<file path="config.mk">
export PLATFORM = sky130hd
export DESIGN_NAME = pdm_actuator_out
export DESIGN_NICKNAME = d
export VERILOG_FILES = /design/src/rtl/pdm_actuator_out.sv
export SDC_FILE = /design/constraint.sdc
export NUM_CORES = 1
export LEC_CHECK = 0
export ABC_AREA = 1
export BUFFER_PORTS_ARGS = -buffer_cell sky130_fd_sc_hd__buf_2
export CORE_MARGIN = 2
export CORE_UTILIZATION = 59
export CTS_CLUSTER_SIZE = 16
export DETAILED_ROUTE_END_ITERATION = 12
export PLACE_DENSITY = 0.91
export RECOVER_POWER = 25
export SETUP_SLACK_MARGIN = 0.2
export SYNTH_ARGS = -nofsm -noshare
export SYNTH_HDL_FRONTEND = slang
export SYNTH_SLANG_ARGS = --single-unit
</file>
<file path="constraint.sdc">
create_clock -name clk -period 3.6 [get_ports clk]
set_input_delay 0.54 -clock clk [delete_from_list [all_inputs] [get_ports clk]]
set_output_delay 0.54 -clock clk [all_outputs]
set_load 0.05 [all_outputs]
</file>
<file path="src/rtl/pdm_actuator_out.sv">
module pdm_actuator_out #(
  parameter int DW       = 10,
  parameter int RATE_DIV = 4
) (
  input  logic          clk,
  input  logic          rst_n,
  input  logic [DW-1:0] ctrl_word,
  output logic          rate_stb,
  output logic          pdm_bit,
  output logic          pdm_oe
);
  localparam int CW = (RATE_DIV > 2) ? $clog2(RATE_DIV) : 1;
  localparam logic [CW-1:0] DIV_LAST = CW'(RATE_DIV - 1);
  localparam logic [DW-1:0] MID = {1'b1, {(DW-1){1'b0}}};

  logic [CW-1:0] div_q;
  logic [DW-1:0] err_q;
  logic [DW-1:0] level_u;
  logic [DW:0]   sum;

  assign level_u  = {~ctrl_word[DW-1], ctrl_word[DW-2:0]};
  assign sum      = {1'b0, err_q} + {1'b0, level_u};
  assign rate_stb = rst_n && (div_q == DIV_LAST);

  always_ff @(posedge clk or negedge rst_n) begin
    if (!rst_n) begin
      div_q <= '0;
    end else if (div_q == DIV_LAST) begin
      div_q <= '0;
    end else begin
      div_q <= div_q + 1'b1;
    end
  end

  always_ff @(posedge clk or negedge rst_n) begin
    if (!rst_n) begin
      err_q   <= MID;
      pdm_bit <= 1'b0;
      pdm_oe  <= 1'b0;
    end else if (rate_stb) begin
      err_q   <= sum[DW-1:0];
      pdm_bit <= sum[DW];
      pdm_oe  <= 1'b1;
    end
  end
endmodule


</file>
# Word-level counts from Yosys, hierarchy flattened
# Index checks and enable logic that the tools add are counted.
# word_totals
ff_bits,14
out_inout_bits,3
elab_cells,10
input_bits,12
# op_classes
n_bitwise,1
eq_ne,1
addsub,2
n_reduce_logical,1
n_mux,1
# op_table
op,n
$add A10 B10 Y11,1
$add A2 B1 Y2 const B,1
$eq A2 B2 Y1 const B,1
$mux W2,1
$logic_and A1 B1 Y1,1
$not A1 Y1,1

# Depth between registers and ports, before layout
# Gate-level depths: netlist of run 1.
# logic_depth
ltp_word,2
ltp_mapped,10
depth_no_buf,10

# Worst setup path after synthesis of run 1
# OpenSTA, ideal clock, no wires.
# synth_path
kind,input-to-reg
from,input port ctrl_word[0]
to,register err_q[8]
path_buffers,0
setup_slack_ns,1.844
cell_stages,9
setup_time_ns,0.119
arrival_ns,1.637
path_cell_list,ha_1 > inv_1 > fa_1 > o21ai_2 > nand2_2 > nand2_2 > nand2_1 > nand3_1 > nand2_1
# synth_between
elab_chain_cells,1
# synth_rtl
element,line,text
start: declaration,7,"input logic [DW-1:0] ctrl_word,"
$add A10 B10 Y11,22,"assign sum = {1'b0, err_q} + {1'b0, level_u};"
end signal: assignment,41,err_q <= sum[DW-1:0];
end: declaration,17,logic [DW-1:0] err_q;
# No other way between the ends.
# A chain may end at the register's enable or synchronous reset.

# Final worst setup path of run 1
# layout_path
from,input port rst_n
to,output port rate_stb
# layout_between
elab_chain_cells,1
# layout_rtl
element,line,text
start: declaration,6,"input logic rst_n,"
$logic_and A1 B1 Y1,23,assign rate_stb = rst_n && (div_q == DIV_LAST);
end: declaration,8,"output logic rate_stb,"
# No other way between the ends.

==> results.toml, run 1 <==
[synthesis]
synth_cell_types = 25
syn_nets = 154
seq_area_frac_synth_pct = 35.3
ys_seq_elements = 14
netlist_area_um2 = 997
yosysWarnings = 0
avgSynthCellArea_um2 = 7.67
synth_cells = 130

[critical_path]
path_max_fanout = 15
end_kind = "primary output"
required_ps = 3060
worstSetupPathType = "in -> out"
worstReg2RegStart = "err_q[0]"
cp_cell_sequence = "buf_2 > nand2_1 > inv_1 > buf_2"
cp_top_family = "buffers and inverters"
arrival_ps = 1880
path_common_cell = "buf_2"
critPathMaxStageDelay_ps = 360
start_kind = "input port"
slowest_stage = "inv_1"
critical_path.n_buffers_inverters = 3
crit_start = "rst_n"

[placed_design]
port-buffer-count = 14
dpl-instance-area_um2 = 1080
dp_hpwl_mm = 1.59
gp_congestion = 0.832

[die]
num_rows = 14
core_area_um2 = 1540
die_h_um = 45.1
fp.dieW_um = 45.1
ioPinCount = 15
start_util_pct = 64.7
die_area_um2 = 2030

[clock_tree]
cts_root_buffer = "clkbuf_4"
cts_tree = "yes"
cts.repair.resized = 0
cts_buffer_depth = 2
numCtsBuffers = 3
clkTransAtPathRegs_ps = 100
htree_num_levels = 1
clkSinkCount = 14
post_cts_buffers = 0
ctsHoldBuffers = 0
clk_latency_ps = 290

[timing]
clock_skew_ps = 8.81
slew_violations = 0
fin_crit_sh_pct = 67.1
worst_pin_slew_ps = 419
rsz0062_at_grt = "no"
maxSlewHeadroom_pct = 72.0
fin_setup_tns_ps = 0
setup_violations = 0
hold_violations = 0
max_clock_freq_ghz = 0.414
finalCriticalPeriod_ps = 2420

[flow_run]
max-cap-violations = 0

[global_routing]
antenna_found_initial = 0
grt_max_degree = 16
grt_use_total_pct = 23.7
grt_pass1_vias = 853
grt_pass1_wl_mm = 3.44
grt_overflow = 0

[routing]
wire_per_inst_um = 12.4
first_pass_iters = 4
routed_wl_mm = 2.01
drc = 0
vias_per_cell = 5.55
initialDrtViolationCount = 12
via_count = 899
antenna_left = 0

[run_status]
outcome = "finished clean"

[layout]
syn_to_final_growth_pct = 11.8
multi_input_area_um2 = 588
num-fill-cells = 119
seq_area_um2 = 352
antenna_cells = 0
final_cell_mix = "43 x nand2_1, 14 x buf_2, 13 x inv_1, 13 x dfrtp_1, 11 x ha_1"
final_cell_area_um2 = 1110
drive_gt1_share_pct = 21.9
final_common_cell = "nand2_1"
fin_nets = 171

[pwr]
ir_drop_mv = 0.491
power.density_nw_per_um2 = 764
leakage_nw = 0.607

[worst_hold_path]
hold_class = "in -> async"
[cell type report]
class                           count  area share [%]
Clock buffer                        4            3.25
Timing Repair Buffer               14            6.29
Inverter                           13            4.38
Multi-Input combinational cell    101            52.7
Tap cell                           16            1.80
Sequential cell                    14            31.5
[power breakdown]
group	total (mW)	leakage (nW)	internal, mW	switching (mW)
sequential	0.256	0.163	0.218	0.0384
combinational	0.475	0.423	0.187	0.288
clock	0.120	0.0210	0.0617	0.0588
[final timing paths]
check | endpoint | slack [ps] | cells past startpoint
max reg2reg | err_q[8] | 1820 | 9
min reg2reg | div_q[0] | 430 | 1
max in group asynchronous | err_q[9] | 3170 | 1
min | err_q[5] | 120 | 1
min in group clk | div_q[0] | 430 | 1
max | rate_stb | 1180 | 4
[Yosys cell counts]
master	number	area share, %
nand3_2	2	2.0
clkbuf_1	1	0.38
buf_2	1	0.50
ha_1	11	14
xnor2_1	2	1.8
o21ai_1	2	1.0
a21oi_2	2	1.8
nor2_1	10	3.8
o21bai_1	1	0.75
fa_1	1	2.0
a211oi_1	1	0.75
nand2_1	43	16
nor2_2	2	1.3
o21ai_2	1	0.88
a21oi_1	3	1.5
dfrtp_1	13	33
or2_2	2	1.3
o21ai_0	2	1.0
a31oi_1	1	0.63
nand2_2	4	2.5
nand3b_1	2	1.5
dfstp_2	1	2.6
nand3_1	8	4.0
inv_1	13	4.9
nand4_1	1	0.63
[per-stage QoR]
step	hold slack (ps)	power, mW	instances	utilization, %	setup slack (ps)
6_report	123	0.851	162	72.3	1180
5_1_grt	154	0.929	162	72.3	998
4_1_cts	140	0.849	162	72.3	1170
3_5_place_dp	421	0.729	158	70.0	1180
3_3_place_gp	414	0.705	158	70.0	1190
2_1_floorplan	244	0.632	130	-	1840
[logic make-up (layout without fill, tap and decap cells)]
logic type / count (synthesis) / after routing / share of synthesized area, %
adders and majority gates: 12 / 12 / 15.8
AOI/OAI and AO/OA: 13 / 13 / 8.28
and+or+nand+nor: 74 / 74 / 33.1
xor gates and xnor gates: 2 / 2 / 1.76
buffers and inverters: 15 / 31 / 5.77
DFF: 14 / 14 / 35.3
[flip-flops by register name, indices dropped and copies added (netlist names)]
register and cells:
pdm_bit 1, pdm_oe 1, err_q 10, div_q 2
[metal layers]
| layer | wire (um) | vias to the layer above | track usage, % |
|---|---|---|---|
| met2 | 984 | 22 | 41.1 |
| met3 | 79 | 9 | 5.60 |
| met1 | 886 | 418 | 27.3 |
| met4 | 63 | 0 | 11.2 |
| met5 | 0 | - | 0 |
| li1 | - | 450 | - |
Power figures use the tool's default switching activity.
==> inputs of run 2 (changes only) <==
--- a/config.mk
+++ b/config.mk
@@ -8,10 +8,10 @@
 export ABC_AREA = 1
 export BUFFER_PORTS_ARGS = -buffer_cell sky130_fd_sc_hd__buf_2
 export CORE_MARGIN = 2
-export CORE_UTILIZATION = 59
+export CORE_UTILIZATION = 55
 export CTS_CLUSTER_SIZE = 16
 export DETAILED_ROUTE_END_ITERATION = 12
-export PLACE_DENSITY = 0.91
+export PLACE_DENSITY = 0.86
 export RECOVER_POWER = 25
 export SETUP_SLACK_MARGIN = 0.2
 export SYNTH_ARGS = -nofsm -noshare
==> constraint.sdc (replaced) <==
create_clock -name clk -period 2.3 [get_ports clk]
set_input_delay 0.345 -clock clk [delete_from_list [all_inputs] [get_ports clk]]
set_output_delay 0.345 -clock clk [all_outputs]
set_load 0.05 [all_outputs]
==> run 2 against run 1 <==
Effect of this change: sequential power is 53% higher; setup slack lost 720 ps; cell count grew 6.8%; largest power group unchanged; via count fell by 3.8%; clock-buffer cell count is the same; sequential share of layout area is 0.59 points lower; non-clock buffer count up 2; critical path depth stayed put; core utilization fell by 5.8 points; die area grew 6.6%.
==> results.toml, run 2 (same netlist as run 1, synthesis figures left out) <==
[worst_hold_path]
hold_class = "in -> async"

[timing]
hold_violations = 0
slew_violations = 0
maxSlewHeadroom_pct = 48.0
setup_violations = 0
max_clock_freq_ghz = 0.544
fin_setup_tns_ps = 0
hold_ws_ps = 277
fin_ws_ps = 463
fin_crit_sh_pct = 79.9
worst_pin_slew_ps = 780
finalCriticalPeriod_ps = 1840
rsz0062_at_grt = "no"
clock_skew_ps = 1.40

[routing]
initialDrtViolationCount = 9
routed_wl_mm = 1.92
antenna_left = 0
first_pass_iters = 4
via_count = 865
drc = 0
wire_per_inst_um = 11.1
vias_per_cell = 5.00

[global_routing]
grt-busiest-layer = "met2"
grt_pass1_vias = 761
grt_use_total_pct = 21.1
grtUsageMet1_pct = 26.9
use_met3_pct = 2.35
antenna_found_initial = 0
grt_overflow = 0
grt_pass1_wl_mm = 3.21
use_met2_pct = 36.7
grt_max_degree = 15

[layout]
num-fill-cells = 144
seq_area_um2 = 352
stdcell_count = 173
final_common_cell = "nand2_1"
drive_gt1_share_pct = 21.6
final_cell_mix = "43 x nand2_1, 13 x inv_1, 13 x dfrtp_1, 13 x buf_2, 11 x ha_1"
top_register = "err_q"
largest_register_ffs = 10
final_cell_area_um2 = 1140
syn_to_final_growth_pct = 13.9
antenna_cells = 0
multi_input_area_um2 = 588
largestRegisters = "err_q (10), div_q (2)"
fin_nets = 173
postLayoutCoreUtil_pct = 66.5

[placed_design]
gp_congestion = 0.885
dpl-instance-area_um2 = 1100
placed_cells = 169
post-place-ws_ps = 512
dp_hpwl_mm = 1.48
port-buffer-count = 14

[die]
core_area_um2 = 1710
num_rows = 15
die_area_um2 = 2170
fp.dieW_um = 46.6
ioPinCount = 15
start_util_pct = 58.4
die_h_um = 46.6

[critical_path]
worstSetupPathType = "reg -> out"
start_kind = "flop"
path_max_fanout = 11
end_kind = "primary output"
required_ps = 1960
arrival_ps = 1490

[clock_tree]
cts_tree = "yes"
post_cts_buffers = 0
cts_buffer_depth = 2
cts_root_buffer = "clkbuf_4"
clk_latency_ps = 280
htree_num_levels = 1
ctsHoldBuffers = 0
clkTransAtPathRegs_ps = 90
cts.repair.resized = 0
numCtsBuffers = 3
clkSinkCount = 14

[pwr]
leakage_nw = 0.609
power_mw = 1.31
pwr-share-clk_pct = 14.1
ir_drop_mv = 0.828
p_comb_share_pct = 56.2
internal_power_mw = 0.732
switching_share_pct = 44.4
power.density_nw_per_um2 = 1160
power_switching_mw = 0.583
seq_power_share_pct = 29.8

[flow_run]
max-cap-violations = 0

[run_status]
outcome = "finished clean"
-- run 2: cell count changes in the layout (fill, tap and decap cells not counted), sizes merged --
cell / before / now
clkbuf: 4 / 6
-- run 2: path summary, 6_finish.rpt --
| check | from | slack [ps] | end | depth (start not counted) |
|---|---|---|---|---|
| hold reg to reg | div_q[0] | 430 | div_q[0] | 1 |
| hold / removal | rst_n | 280 | err_q[6] | 2 |
| setup reg to reg | err_q[0] | 580 | err_q[6] | 9 |
| setup / recovery | div_q[0] | 460 | rate_stb | 4 |
| max in group asynchronous | rst_n | 1540 | err_q[0] | 2 |
| min in group clk | ctrl_word[0] | 380 | err_q[0] | 4 |
-- run 2: power groups by stage --
stage               clock network [mW]  logic (mW)  registers [mW]
detailed placement                   0       0.736           0.395
global placement                     0       0.714           0.391
CTS                              0.186       0.739           0.391
global route                     0.196       0.853           0.398
floorplan                            0       0.578           0.412
finish                           0.185       0.739           0.391
-- run 2: per-layer routing --
layer,routed length (um),vias to the layer above
met4,20,0
met3,65,4
met5,0,-
li1,-,458
met2,907,18
met1,931,385
-- run 2: worst max-delay path, stage by stage (launching register included) --
cell	delay, ps
dfrtp_1	360
ha_1	160
nand2_1	70
inv_1	280
buf_2	330
-- run 2: cell type report --
type	instances	area share (%)
inverters	13	4.30
clock buffers	4	3.19
multi-input cells	101	51.8
repair buffers	16	7.05
well taps	25	2.75
flip-flops and latches	14	30.9
==> inputs of run 3 (changes only) <==
==> constraint.sdc (replaced) <==
create_clock -name clk -period 1.9 [get_ports clk]
set_input_delay 0.285 -clock clk [delete_from_list [all_inputs] [get_ports clk]]
set_output_delay 0.285 -clock clk [all_outputs]
set_load 0.05 [all_outputs]
==> run 3 against run 2 <==
Effect of this change: setup slack lost 180 ps; worst hold slack gained 68 ps; clock skew shrank 0.57 ps; power grew 21%; combinational power grew 25%; critical path depth is the same; flip-flop and latch count is the same; first-iteration DRC count grew 11%; largest cell class unchanged.
==> results.toml, run 3 (same netlist as run 1, synthesis figures left out) <==
[clock_tree]
cts_tree = "yes"
clk_latency_ps = 290
cts_buffer_depth = 2
clkSinkCount = 14
htree_num_levels = 1
clkTransAtPathRegs_ps = 90
cts_root_buffer = "clkbuf_4"
numCtsBuffers = 3

[layout]
multi_input_area_um2 = 601
stdcell_count = 175
syn_to_final_growth_pct = 17.1
num-fill-cells = 152
largestRegisters = "err_q (10), div_q (2)"
postLayoutCoreUtil_pct = 68.4
antenna_cells = 0
top_register = "err_q"
drive_gt1_share_pct = 24.0
fin_nets = 175
final_common_cell = "nand2_1"
final_cell_mix = "43 x nand2_1, 13 x dfrtp_1, 13 x buf_2"
seq_area_um2 = 352
largest_register_ffs = 10

[pwr]
leakage_nw = 0.605
power.density_nw_per_um2 = 1360
ir_drop_mv = 0.781

[global_routing]
grt_pass1_wl_mm = 3.34
antenna_found_initial = 0
grt_pass1_vias = 804
grt_overflow = 0
grt_max_degree = 15
grt_use_total_pct = 23.0

[critical_path]
required_ps = 1620
path_max_fanout = 4
arrival_ps = 1330
start_kind = "flop"
worstSetupPathType = "reg -> out"
end_kind = "primary output"

[routing]
vias_per_cell = 5.05
drc = 0
wire_per_inst_um = 12.1
antenna_left = 0
first_pass_iters = 4
routed_wl_mm = 2.12
initialDrtViolationCount = 10
via_count = 884

[timing]
fin_ws_ps = 286
setup_violations = 0
max_clock_freq_ghz = 0.620
clock_skew_ps = 0.828
slew_violations = 0
rsz0062_at_grt = "no"
hold_ws_ps = 345
fin_crit_sh_pct = 84.9
finalCriticalPeriod_ps = 1610
worst_pin_slew_ps = 836
maxSlewHeadroom_pct = 44.3
hold_violations = 0
fin_setup_tns_ps = 0

[placed_design]
gp_congestion = 0.914
placed_cells = 169
dp_hpwl_mm = 1.57
post-place-ws_ps = 197
port-buffer-count = 14

[die]
fp.dieW_um = 46.6
ioPinCount = 15
start_util_pct = 58.4
die_area_um2 = 2170
core_area_um2 = 1710
num_rows = 15
die_h_um = 46.6

[run_status]
outcome = "finished clean"

[flow_run]
max-cap-violations = 0

[worst_hold_path]
hold_class = "in -> reg"
run 3: cell count changes in the layout (fill, tap and decap cells not counted):
cell	previous run	this run
o21ai_2	1	0
fa_2	0	1
dlygate4sd3_1	0	1
buf_6	0	1
clkbuf_8	1	0
fa_1	1	0
ha_2	0	1
buf_4	1	2
clkinvlp_4	0	1
o21ai_4	0	1
inv_1	13	12
ha_1	11	10
run 3: cell type report:
class | count | share of cell area, %
clock buffers | 4 | 2.25
well taps | 25 | 2.68
flip-flops and latches | 14 | 30.1
inverters | 13 | 4.50
multi-input cells | 101 | 51.4
repair buffers | 18 | 9.00
run 3: through the flow:
step                cell area [um2]  power (mW)
global placement               1100        1.34
detailed placement             1100        1.38
global route                   1170        1.74
floorplan                       997        1.20
CTS                            1150        1.57
finish                         1170        1.59
run 3: metal layers:
metal	track usage [%]	up-vias	wire (um)
met5	0	-	0
met4	13.7	0	53
met3	2.35	4	72
met2	38.9	21	992
met1	27.6	402	1000
li1	-	457	-
run 3: power by group:
part	internal, mW	switching, mW
registers	0.412	0.0645
logic	0.366	0.560
clock network	0.0817	0.102
run 3: worst paths after layout:
| path | slack, ps | from | depth (start not counted) | end |
|---|---|---|---|---|
| max | 290 | div_q[0] | 4 | rate_stb |
| min | 340 | ctrl_word[0] | 4 | err_q[0] |
| max reg2reg | 310 | err_q[0] | 9 | err_q[6] |
| min reg2reg | 430 | div_q[0] | 1 | div_q[0] |
| max in group asynchronous | 680 | rst_n | 3 | err_q[0] |
| min in group asynchronous | 710 | rst_n | 3 | div_q[0] |
run 3: worst max-delay path: stages (launching register included):
cell and delay, ps:
dfrtp_1 390, ha_1 210, nand2_1 120, clkinvlp_4 150
buf_6 180
run 3: what timing repair did:
action | 4_1_cts | 5_1_grt
endpoints found under the hold margin | 13 | 0
endpoints found under the setup margin | 1 | 5
pin swaps | 0 | 1
gates resized for setup | 1 | 6
setup buffers | 1 | 0
hold buffers | 1 | 0
